**src/rtl/ncm_pkg.sv**
```systemverilog
package ncm_pkg;
  localparam int ADDR_W = 3;
  typedef enum logic [ADDR_W-1:0] {
    A_STATUS = 3'd0,
    A_ENABLE = 3'd1,
    A_LEVEL  = 3'd2,
    A_SUM    = 3'd3,
    A_READY  = 3'd4
  } reg_addr_e;
  localparam int TAMPER_BIT = 20;
  localparam int READY_BIT  = 17;
endpackage

```
**src/rtl/ncm_sum_unit.sv**
```systemverilog
module ncm_sum_unit #(
  parameter int SAMPLE_W = 24,
  parameter int SUM_W    = 28,
  localparam int GW      = SUM_W + 2
) (
  input  logic [SAMPLE_W-1:0] a,
  input  logic [SAMPLE_W-1:0] b,
  input  logic [SAMPLE_W-1:0] c,
  input  logic [SAMPLE_W-1:0] n,
  output logic [SUM_W-1:0]    sum,
  output logic [GW-1:0]       gap
);
  logic signed [GW-1:0] a_x, b_x, c_x, n_x, s_x;
  logic signed [GW-1:0] s_mag, n_mag, d_x;

  always_comb begin
    a_x   = {{(GW-SAMPLE_W){a[SAMPLE_W-1]}}, a};
    b_x   = {{(GW-SAMPLE_W){b[SAMPLE_W-1]}}, b};
    c_x   = {{(GW-SAMPLE_W){c[SAMPLE_W-1]}}, c};
    n_x   = {{(GW-SAMPLE_W){n[SAMPLE_W-1]}}, n};
    s_x   = a_x + b_x + c_x;
    s_mag = s_x[GW-1] ? -s_x : s_x;
    n_mag = n_x[GW-1] ? -n_x : n_x;
    d_x   = s_mag - n_mag;
    gap   = d_x[GW-1] ? -d_x : d_x;
    sum   = s_x[SUM_W-1:0];
  end
endmodule

```
**src/rtl/ncm_level_cmp.sv**
```systemverilog
module ncm_level_cmp #(
  parameter int SUM_W = 28,
  localparam int GW   = SUM_W + 2
) (
  input  logic [SUM_W-1:0] level,
  input  logic [GW-1:0]    gap,
  output logic             hit
);
  logic level_nonpos;
  always_comb begin
    level_nonpos = level[SUM_W-1] || (level == '0);
    hit = level_nonpos || (gap > {2'b00, level});
  end
endmodule

```
**src/rtl/ncm_sticky.sv**
```systemverilog
module ncm_sticky (
  input  logic clk,
  input  logic rst_n,
  input  logic set,
  input  logic clr,
  output logic q
);
  logic q_nx;
  always_comb q_nx = set | (q & ~clr);
  always_ff @(posedge clk or negedge rst_n) begin
    if (!rst_n) q <= 1'b0;
    else        q <= q_nx;
  end
endmodule

```
**src/rtl/ncm_detector.sv**
```systemverilog
module ncm_detector
  import ncm_pkg::*;
#(
  parameter int SAMPLE_W = 24,
  parameter int SUM_W    = 28,
  parameter int RDATA_W  = 32,
  localparam int GW      = SUM_W + 2
) (
  input  logic                clk,
  input  logic                rst_n,
  input  logic                smp_vld,
  input  logic [SAMPLE_W-1:0] ph_a,
  input  logic [SAMPLE_W-1:0] ph_b,
  input  logic [SAMPLE_W-1:0] ph_c,
  input  logic [SAMPLE_W-1:0] neu,
  input  logic                wr_en,
  input  logic [ADDR_W-1:0]   wr_addr,
  input  logic [SAMPLE_W-1:0] wr_data,
  input  logic [ADDR_W-1:0]   rd_addr,
  output logic [RDATA_W-1:0]  rd_data,
  output logic                irq_n
);
  logic [SUM_W-1:0]    sum_c, sum_q, sum_nx;
  logic [GW-1:0]       gap_c;
  logic [SAMPLE_W-1:0] lvl_q, lvl_nx;
  logic [SUM_W-1:0]    lvl_ext;
  logic                en_q, en_nx;
  logic                mis_hit, mis_set, mis_clr, mis_flag;
  logic                rdy_set, rdy_clr, rdy_flag;
  logic                wr_stat, wr_en_reg, wr_lvl, wr_rdy;

  ncm_sum_unit #(.SAMPLE_W(SAMPLE_W), .SUM_W(SUM_W)) u_sum (
    .a(ph_a), .b(ph_b), .c(ph_c), .n(neu), .sum(sum_c), .gap(gap_c)
  );

  always_comb lvl_ext = {{(SUM_W-SAMPLE_W){lvl_q[SAMPLE_W-1]}}, lvl_q};

  ncm_level_cmp #(.SUM_W(SUM_W)) u_cmp (
    .level(lvl_ext), .gap(gap_c), .hit(mis_hit)
  );

  always_comb begin
    wr_stat   = wr_en && (wr_addr == A_STATUS);
    wr_en_reg = wr_en && (wr_addr == A_ENABLE);
    wr_lvl    = wr_en && (wr_addr == A_LEVEL);
    wr_rdy    = wr_en && (wr_addr == A_READY);
    mis_set   = smp_vld && mis_hit;
    mis_clr   = wr_stat && wr_data[TAMPER_BIT];
    rdy_set   = smp_vld;
    rdy_clr   = wr_rdy && wr_data[READY_BIT];
    sum_nx    = smp_vld   ? sum_c   : sum_q;
    lvl_nx    = wr_lvl    ? wr_data : lvl_q;
    en_nx     = wr_en_reg ? wr_data[TAMPER_BIT] : en_q;
  end

  always_ff @(posedge clk or negedge rst_n) begin
    if (!rst_n) begin
      sum_q <= '0;
      lvl_q <= '0;
      en_q  <= 1'b0;
    end else begin
      sum_q <= sum_nx;
      lvl_q <= lvl_nx;
      en_q  <= en_nx;
    end
  end

  ncm_sticky u_mis (.clk(clk), .rst_n(rst_n), .set(mis_set), .clr(mis_clr), .q(mis_flag));
  ncm_sticky u_rdy (.clk(clk), .rst_n(rst_n), .set(rdy_set), .clr(rdy_clr), .q(rdy_flag));

  always_comb begin
    rd_data = '0;
    unique case (rd_addr)
      A_STATUS: rd_data[TAMPER_BIT] = mis_flag;
      A_ENABLE: rd_data[TAMPER_BIT] = en_q;
      A_LEVEL:  rd_data[SUM_W-1:0]  = lvl_ext;
      A_SUM:    rd_data[SUM_W-1:0]  = sum_q;
      A_READY:  rd_data[READY_BIT]  = rdy_flag;
      default:  rd_data = '0;
    endcase
    irq_n = ~(mis_flag & en_q);
  end
endmodule

```
**config.mk**
```make
export PLATFORM = sky130hd
export DESIGN_NAME = ncm_detector
export DESIGN_NICKNAME = d
export VERILOG_FILES = /design/src/rtl/ncm_pkg.sv /design/src/rtl/ncm_sum_unit.sv /design/src/rtl/ncm_level_cmp.sv /design/src/rtl/ncm_sticky.sv /design/src/rtl/ncm_detector.sv
export SDC_FILE = /design/constraint.sdc
export NUM_CORES = 1
export LEC_CHECK = 0
export BUFFER_PORTS_ARGS = -buffer_cell sky130_fd_sc_hd__buf_2
export CAP_MARGIN = 20
export CORE_ASPECT_RATIO = 1.4
export CORE_MARGIN = 2
export CORE_UTILIZATION = 32
export DETAILED_ROUTE_END_ITERATION = 7
export PLACE_DENSITY_LB_ADDON = 0.2
export SLEW_MARGIN = 0
export SYNTH_ARGS = -nofsm -noshare
export SYNTH_HDL_FRONTEND = slang
export SYNTH_SLANG_ARGS = --single-unit
```
**constraint.sdc**
```tcl
create_clock -name clk -period 2.9 [get_ports clk]
set_input_delay 0 -clock clk [delete_from_list [all_inputs] [get_ports clk]]
set_output_delay 0 -clock clk [all_outputs]
set_load 0.005 [all_outputs]
```
---- After elaboration in Yosys (flattened, before gate mapping) ----
Cells that the tools add are included.
word-level totals
  bits of input ports ..................... 130
  output and inout bits ................... 33
  register bits ........................... 55
cells by class
  mux-type cells .......................... 8
  $add $sub $neg .......................... 6
  reduce and logical (&&, ||, !) cells .... 12
  $lt $le $gt $ge ......................... 1
  eq/ne operators ......................... 7
  bitwise gates (word level) .............. 8
operator list
  cell                                            number
  2-to-1 mux 30 bit                               3
  negator 30 bit                                  2
  one-hot mux 17 bit (2 select lines)             1
  greater-than comparator 30 x 28 -> 1 bit        1
  negator 24 -> 30 bit                            1
  subtractor 30 bit                               1
  logical NOT 28 bit                              1
  adder 25 x 24 -> 26 bit                         1
  adder 24 x 24 -> 25 bit                         1
  one-hot mux 7 bit (2 select lines)              1
  == test 3 x 2 -> 1 bit (second input constant)  3
  logical AND 1 bit                               7
  == test 3 x 1 -> 1 bit (second input constant)  2
  == test 3 bit (second input constant)           2
  logical NOT 3 bit                               2
  one-hot mux 1 bit (4 select lines)              1
  one-hot mux 2 bit (2 select lines)              1
  AND 1 bit                                       3
  inverter 1 bit                                  3
  one-hot mux 1 bit (3 select lines)              1
  logical OR 1 bit                                2
  bitwise OR 1 bit                                2

---- Longest topological paths before layout ----
Gate-level depths: netlist (run 1).
  depth in word-level cells ............... 11
  gate-level depth with buffers ........... 37
  gate-level depth less buffers ........... 34

---- Cells and area by module ----
From an unflattened synthesis (run 1), not the netlist that was laid out.
unflattened totals
  cells, all modules ...................... 1013
  area, all modules ....................... 8628.3 µm²
modules (own cells, without submodules)
  module         instances  cells each  seq. area each (µm²)  area an instance (µm²)
  ncm_sum_unit   1          730         0.0                   5272.6
  ncm_detector   1          164         1326.3                2494.9
  ncm_level_cmp  1          113         0.0                   788.3
  ncm_sticky     2          3           25.0                  36.3

---- Least setup slack after synthesis (run 1) ----
OpenSTA, ideal clock, no wires.
  path kind ............................... in2reg
  start ................................... input port ph_a[1]
  end ..................................... register u_mis.q
  setup slack ............................. -4.909 ns
  cell stages on the path ................. 33
  arrival ................................. 7.689 ns
  data required time ...................... 2.780 ns
  buffers on the path ..................... 1
  setup time .............................. 0.120 ns
  path through ............................ fa_1 -> ha_1 -> fa_1 -> a211oi_1 -> o21a_2 -> a21oi_1 -> or4b_1 -> and4_1 -> or4_4 -> nor4b_4 -> nand2_1 -> o21ai_1 -> xnor2_1 -> ha_1 -> inv_1 -> o21bai_1 -> nor4_1 -> a21o_1 -> a21oi_1 -> o21ai_0 -> nor2b_1 -> clkbuf_1 -> o21ai_0 -> ha_1 -> nor2b_1 -> nor3_1 -> o21ai_0 -> a31oi_1 -> o31ai_1 -> a2111oi_0 -> o21ai_0 -> or4_1 -> o211a_1
between the ends
  cells in the longest elaborated chain, start to end .. 11
RTL lines
  element                                       line                 text
  start: declaration                            ncm_detector.sv:12   input logic [SAMPLE_W-1:0] ph_a,
  adder 24 x 24 -> 25 bit (*)                   ncm_sum_unit.sv:21   s_x = a_x + b_x + c_x;
  adder 25 x 24 -> 26 bit (*)                   ncm_sum_unit.sv:21
  negator 30 bit                                ncm_sum_unit.sv:22   s_mag = s_x[GW-1] ? -s_x : s_x;
  2-to-1 mux 30 bit (*)                         ncm_sum_unit.sv:22
  subtractor 30 bit (*)                         ncm_sum_unit.sv:24   d_x = s_mag - n_mag;
  negator 30 bit                                ncm_sum_unit.sv:25   gap = d_x[GW-1] ? -d_x : d_x;
  2-to-1 mux 30 bit (*)                         ncm_sum_unit.sv:25
  greater-than comparator 30 x 28 -> 1 bit (*)  ncm_level_cmp.sv:12  hit = level_nonpos || (gap > {2'b00, level});
  logical OR 1 bit (*)                          ncm_level_cmp.sv:12
  logical AND 1 bit (*)                         ncm_detector.sv:47   mis_set = smp_vld && mis_hit;
  bitwise OR 1 bit (*)                          ncm_sticky.sv:9      always_comb q_nx = set | (q & ~clr);
  net u_mis.q_nx                                ncm_sticky.sv:8      logic q_nx;
  end signal: assignment                        ncm_sticky.sv:12     else q <= q_nx;
  end: declaration                              ncm_sticky.sv:6      output logic q
The timed path passes the listed nets; every way through them passes the cells marked *.
A chain may end at the register's enable or synchronous reset.

---- Final worst setup path (run 1) ----
  start ................................... input port ph_c[1]
  end ..................................... register u_mis.q
between the ends
  cells in the longest elaborated chain, start to end .. 10
RTL lines
  element                                       line                 text
  start: declaration                            ncm_detector.sv:14   input logic [SAMPLE_W-1:0] ph_c,
  adder 25 x 24 -> 26 bit (*)                   ncm_sum_unit.sv:21
  negator 30 bit                                ncm_sum_unit.sv:22
  2-to-1 mux 30 bit (*)                         ncm_sum_unit.sv:22
  subtractor 30 bit (*)                         ncm_sum_unit.sv:24
  negator 30 bit                                ncm_sum_unit.sv:25
  2-to-1 mux 30 bit (*)                         ncm_sum_unit.sv:25
  greater-than comparator 30 x 28 -> 1 bit (*)  ncm_level_cmp.sv:12
  logical OR 1 bit (*)                          ncm_level_cmp.sv:12
  logical AND 1 bit (*)                         ncm_detector.sv:47
  bitwise OR 1 bit (*)                          ncm_sticky.sv:9
  net u_mis.q_nx                                ncm_sticky.sv:8
Marked as above.

==> flow_summary.ini, run 1 <==
[logic_synthesis]
yosys_warnings = 0
ys_types = 86
synth-edff-count = 0
ys.flop_type = dfrtp_1
synth_seq_cells = 53
synthesis.instances = 1007
netlist_area_um2 = 8229
ys_seq_area_share_pct = 16.12
avgSynthCellArea_um2 = 8.172
synthArstFlopShare_pct = 100.0

[sta]
finalCritPeriodShare_pct = 248.0
fin_crit_ns = 7.192
clock.fmax_ghz = 0.1391
finalHoldViolCount = 0
drv_slew = 0
slew_headroom_pct = 38.33
worst_slack_ns = -4.292
setup_violations = 4
rsz0062_at_grt = yes
fin_worst_skew_ns = 0.009069
tightest_slew_ns = 0.9251
tns_ns = -4.770

[cells_and_area]
fin_area_um2 = 12730
nNetsFinal = 1744
drive_above_1_share_pct = 41.82
fin_cells = 1823
fin_util_pct = 50.33
area_growth_pct = 54.72
antenna_cells = 0

[global_route]
grtUsageTotal_pct = 20.75
grt_max_degree = 48
first_global_vias = 9596
grt_pass1_wl_um = 46190
overflow = 0
antenna_found_initial = 0

[clock_tree]
cts_tree = built
cts.sink_count = 53
cts_buffers = 5
clk_path_buf_depth = 2
clkTransAtPathRegs_ns = 0.08
clkLatencyLatePin_ns = 0.29
htreeDepth = 2
cts_root_buf = clkbuf_16

[floorplan]
die-area_um2 = 27030
start_util_pct = 32.53
die_height_um = 193.7
fp-row-count = 69
ios = 163
coreArea_um2 = 25300
die_w_um = 139.5

[critical_path]
reg2regPathDepth = 11
worstPathArrival_ns = 7.38
ff2ff_setup_slack_ns = 0.32
crit_fanout = 5
end_kind = flip-flop
startpoint_type = input pin
r2r_start = lvl_q[1]$_DFFE_PN0P_
slowest_stage = or4_4
max_stage_delay_ns = 0.51
timing.rr.end = u_mis.q$_DFF_PN0_
crit_type = input pin to flip-flop
cp.required_ns = 3.09

[power_and_ir_drop]
vdd_ir_drop_max_mv = 0.5516
total_power_mw = 14.84
powerDensity_nw_per_um2 = 1166
leakage_nw = 6.030

[placement]
dp_cells = 1757
io_buffers = 158
post-dp-hpwl_um = 24240
gp_congestion = 0.9287
dpl-instance-area_um2 = 11650

[status]
status = complete, but fails checks
violations = negative setup slack

[drt]
drt-pass1-iter-count = 5
final_antenna_net_count = 0
post_drt_wl_per_cell_um = 15.64
wl_met2_um = 15480
drt_iter0_drc = 335
dr_wl_met3_um = 753
viasPerCell = 5.127
num_vias = 9347
drc = 0
top_layer_used = met4
wirelength_um = 28500
drt-met1-wl_um = 11500

[worst_hold_path]
hold_class = input pin to flip-flop
worstHoldEndpoint = u_rdy.q$_DFF_PN0_
hold_path_startpoint = wr_addr[2]
min_path_cells = 3

[run]
drv_cap = 0
worst max path at each step:
stage / start / endpoint / slack, ns / cells after the start
after global placement: ph_a[1] / u_mis.q$_DFF_PN0_ / -4.80 / 34
after floorplan: ph_a[1] / u_mis.q$_DFF_PN0_ / -4.26 / 32
after CTS: ph_c[1] / u_mis.q$_DFF_PN0_ / -4.25 / 33
final: ph_c[1] / u_mis.q$_DFF_PN0_ / -4.29 / 33
after global routing: ph_c[1] / u_mis.q$_DFF_PN0_ / -4.67 / 37
after detailed placement: ph_a[1] / u_mis.q$_DFF_PN0_ / -4.90 / 31
sequential cells by signal, summed over array words and instances (netlist names):
register,flops
u_mis.q,1
lvl_q,24
u_rdy.q,1
sum_q,26
en_q,1
cell type report:
class / count / area (um2)
multi-input cells: 882 / 7082
well taps: 319 / 399.1
clock inverters: 2 / 16.27
flip-flops and latches: 53 / 1326
repair buffers: 514 / 3593
inverters: 47 / 176.4
clock buffers: 6 / 138.9
fillers: 2495 / 12560
critical path: cells and delay by family:
family,cells,cell delay (ns)
AND/OR/NAND/NOR,9,2.57
AO/OA/AOI/OAI,11,2.11
adder cells (fa/ha/maj),5,1.58
buffers and inverters,5,0.64
XOR/XNOR,3,0.47
cell families after synthesis:
group / after synthesis / share of synthesized area (%)
flip-flops: 53 / 16.12
AND/OR/NAND/NOR: 315 / 19.69
AO/OA/AOI/OAI: 309 / 25.32
other: 2 / 0.09126
multiplexers: 29 / 3.999
XOR/XNOR: 105 / 11.18
adder cells (fa/ha/maj): 111 / 19.25
buffers and inverters: 83 / 4.364
synthesized netlist by cell type, types with 17 or more instances:
cell type | number | share of area, %
xnor2_1 | 58 | 6.2
o21ai_0 | 80 | 4.9
clkbuf_1 | 23 | 1.0
a21o_1 | 22 | 2.0
mux2_2 | 21 | 2.9
fa_1 | 26 | 6.3
nand2_1 | 86 | 3.9
nor3_1 | 17 | 1.0
nand3_1 | 23 | 1.4
xor2_1 | 47 | 5.0
inv_1 | 47 | 2.1
a22o_1 | 24 | 2.6
dfrtp_1 | 53 | 16
ha_1 | 85 | 13
a21oi_1 | 64 | 3.9
nor2_1 | 75 | 3.4
through the flow:
step                      hold slack, ns  worst slack, ns
after floorplan                  -0.2956           -4.258
after global placement            0.1882           -4.800
after detailed placement          0.1805           -4.904
after CTS                        0.02159           -4.252
after global routing             0.03733           -4.672
final                            0.01665           -4.292
power by group:
group          internal [mW]  switching (mW)  leakage, nW
combinational           6.73            6.32         5.33
sequential             0.979           0.180        0.625
clock                  0.347           0.278       0.0735
cells in the final DEF, fill, tap and decap left out, drive strengths merged, types with 14 or more instances in the layout:
| cell | instances |
|---|---|
| nor3 | 17 |
| xor2 | 47 |
| ha | 85 |
| buf | 489 |
| a21o | 24 |
| nand2 | 86 |
| o31ai | 14 |
| nand4 | 15 |
| o21ai | 86 |
| mux2 | 21 |
| nand3 | 23 |
| dlygate4sd3 | 25 |
| fa | 26 |
| a22o | 24 |
| dfrtp | 53 |
| a211oi | 17 |
| nor2 | 75 |
| inv | 48 |
| a21oi | 64 |
| xnor2 | 58 |
layer usage:
| layer | global-route usage (%) | up-vias |
|---|---|---|
| li1 | - | 4688 |
| met3 | 1.358 | 35 |
| met2 | 40.96 | 194 |
| met1 | 23.50 | 4430 |
| met4 | 6.222 | 0 |
| met5 | 0 | - |
timing repair:
item	in CTS	in global routing
resized for setup	72	25
hold buffers	25	0
setup buffers	28	7
pin swaps	76	7
cloned	1	0
hold endpoints to repair	64	0
setup endpoints to repair	4	8
No activity file was read; power rests on OpenSTA's default activity.
==> run 2, diff against run 1 <==
CORE_UTILIZATION = 58   (was 32)
==> run 2 against run 1 <==
Effect of this change: the run still ends with negative setup slack left; worst setup slack worse by 0.50 ns; final cell count is 8.9% lower; flip-flop and latch count stayed put; combinational power hardly changed; total power is 0.89% higher; register-to-register slack worse by 0.23 ns; fmax is 6.4% lower.
==> flow_summary.ini, run 2 (synthesized netlist as in run 1, its figures left out) <==
[drt]
drt-pass1-iter-count = 7
drc = 0
wirelength_um = 31360
viasPerCell = 6.192
post_drt_wl_per_cell_um = 18.88
drt_iter0_drc = 830
final_antenna_net_count = 0
num_vias = 10285

[cells_and_area]
layout_commonest_cell = buf_4
area_growth_pct = 49.73
drive_above_1_share_pct = 39.91
fin_area_um2 = 12320
antenna_cells = 0
fill_cells = 717
largest-register = sum_q
final_cell_mix = 290 x buf_4, 157 x buf_2, 86 x nand2_1, 80 x ha_1, 72 x nor2_1
fin_cells = 1661
largest_reg_flops = 26
reg_top3 = sum_q (26), lvl_q (24)
fin_util_pct = 88.58
nNetsFinal = 1716

[power_and_ir_drop]
vdd_ir_drop_max_mv = 0.7203
clockPowerShare_pct = 4.0
swShare_pct = 47.17
p_comb_share_pct = 88.2
switchingPower_mw = 7.063
leakage_nw = 5.899
seqPwrFrac_pct = 7.8
internal-power_mw = 7.911
powerDensity_nw_per_um2 = 1215

[sta]
clock.fmax_ghz = 0.1301
finalHoldViolCount = 0
tightest_slew_ns = 0.7527
hold_slack_ns = 0.09699
drv_slew = 0
rsz0062_at_grt = yes
finalCritPeriodShare_pct = 265.1
worst_slack_ns = -4.787
setup_violations = 7
fin_worst_skew_ns = 0.005119
fin_crit_ns = 7.687
slew_headroom_pct = 49.82

[floorplan]
die_w_um = 104.7
start_util_pct = 59.16
fp-row-count = 51
coreArea_um2 = 13910
die_height_um = 144.9
die-area_um2 = 15170
ios = 163

[global_route]
grtUsageTotal_pct = 36.87
first_global_vias = 10379
grt_max_degree = 48
overflow = 0
grt_pass1_wl_um = 46350
antenna_found_initial = 0

[placement]
io_buffers = 158
post-dp-hpwl_um = 21830
dpl-instance-area_um2 = 11400
gp_congestion = 0.9166
dp_cells = 1608
place_ws_ns = -4.922

[run]
drv_cap = 0

[critical_path]
ff2ff_setup_slack_ns = 0.09
cp.required_ns = 3.09
reg2regPathDepth = 11
end_kind = flip-flop
crit_cells = 37
crit_fanout = 14
cp_num_buf_inv = 5
worstPathArrival_ns = 7.87
slowest_stage = or4_4
crit_type = input pin to flip-flop
cp_top_family = simple AND/OR/NAND/NOR gates
max_stage_delay_ns = 0.55
startpoint_type = input pin

[clock_tree]
clkTransAtPathRegs_ns = 0.07
cts_tree = built
clk_path_buf_depth = 2
cts_root_buf = clkbuf_16
cts_buffers = 5
cts.sink_count = 53
clkLatencyLatePin_ns = 0.30
htreeDepth = 2

[worst_hold_path]
min_path_cells = 3
hold_class = input pin to flip-flop

[status]
status = complete, but fails checks
violations = negative setup slack
run 2: worst register-to-register path, cell delays in order (launching register included):
cell	delay [ns]
dfrtp_1	0.38
inv_1	0.12
ha_1	0.26
nor2b_1	0.16
nor3_1	0.17
o21ai_0	0.18
a31oi_2	0.23
o31ai_2	0.12
a2111oi_2	0.31
o21ai_1	0.11
or4_1	0.53
o211a_1	0.13
run 2: final cells by class:
type | instances | area [um2] | area share, %
clock buffers | 5 | 125.1 | 1.015
clock inverters | 3 | 21.27 | 0.1726
inverters | 47 | 176.4 | 1.432
multi-input cells | 882 | 7052 | 57.23
flip-flops and latches | 53 | 1326 | 10.76
well taps | 185 | 231.5 | 1.879
repair buffers | 486 | 3390 | 27.51
run 2: final timing paths:
kind | start | endpoint
worst min-delay path | wr_data[17] | lvl_q[17]$_DFFE_PN0P_
worst max register to register | lvl_q[1]$_DFFE_PN0P_ | u_mis.q$_DFF_PN0_
max in group asynchronous | rst_n | sum_q[26]$_DFFE_PN0P_
worst max-delay path | ph_b[1] | u_mis.q$_DFF_PN0_
min in group asynchronous | rst_n | lvl_q[0]$_DFFE_PN0P_
worst min register to register | sum_q[12]$_DFFE_PN0P_ | sum_q[12]$_DFFE_PN0P_
run 2: metrics by stage:
stage / setup TNS [ns] / power (mW)
global route: -6.933 / 15.98
detailed placement: -7.496 / 12.88
floorplan: -4.258 / 7.955
CTS: -4.718 / 14.08
global placement: -6.268 / 12.36
finish: -5.822 / 14.97
run 2: power groups by stage:
stage	logic, mW	registers (mW)	clock network, mW
after floorplan	6.86	1.09	0
after global placement	11.2	1.13	0
after detailed placement	11.7	1.15	0
after CTS	12.3	1.15	0.598
after global routing	14.2	1.18	0.627
final	13.2	1.17	0.605
run 2: layer usage:
| metal | track usage [%] | routed length (um) | vias up |
|---|---|---|---|
| met5 | 0 | 0 | - |
| met4 | 22.60 | 2337 | 0 |
| met3 | 3.190 | 1993 | 212 |
| met2 | 70.49 | 16070 | 617 |
| met1 | 38.12 | 10960 | 4820 |
| li1 | - | - | 4636 |
run 2: timing repair:
| action | 4_1_cts | 5_1_grt |
|---|---|---|
| endpoints found under the setup margin | 4 | 6 |
| buffers inserted | 9 | 11 |
| hold buffers | 24 | 0 |
| endpoints found under the hold margin | 51 | 0 |
| cloned | 1 | 0 |
| gates resized for setup | 35 | 45 |
| pin swaps | 29 | 27 |
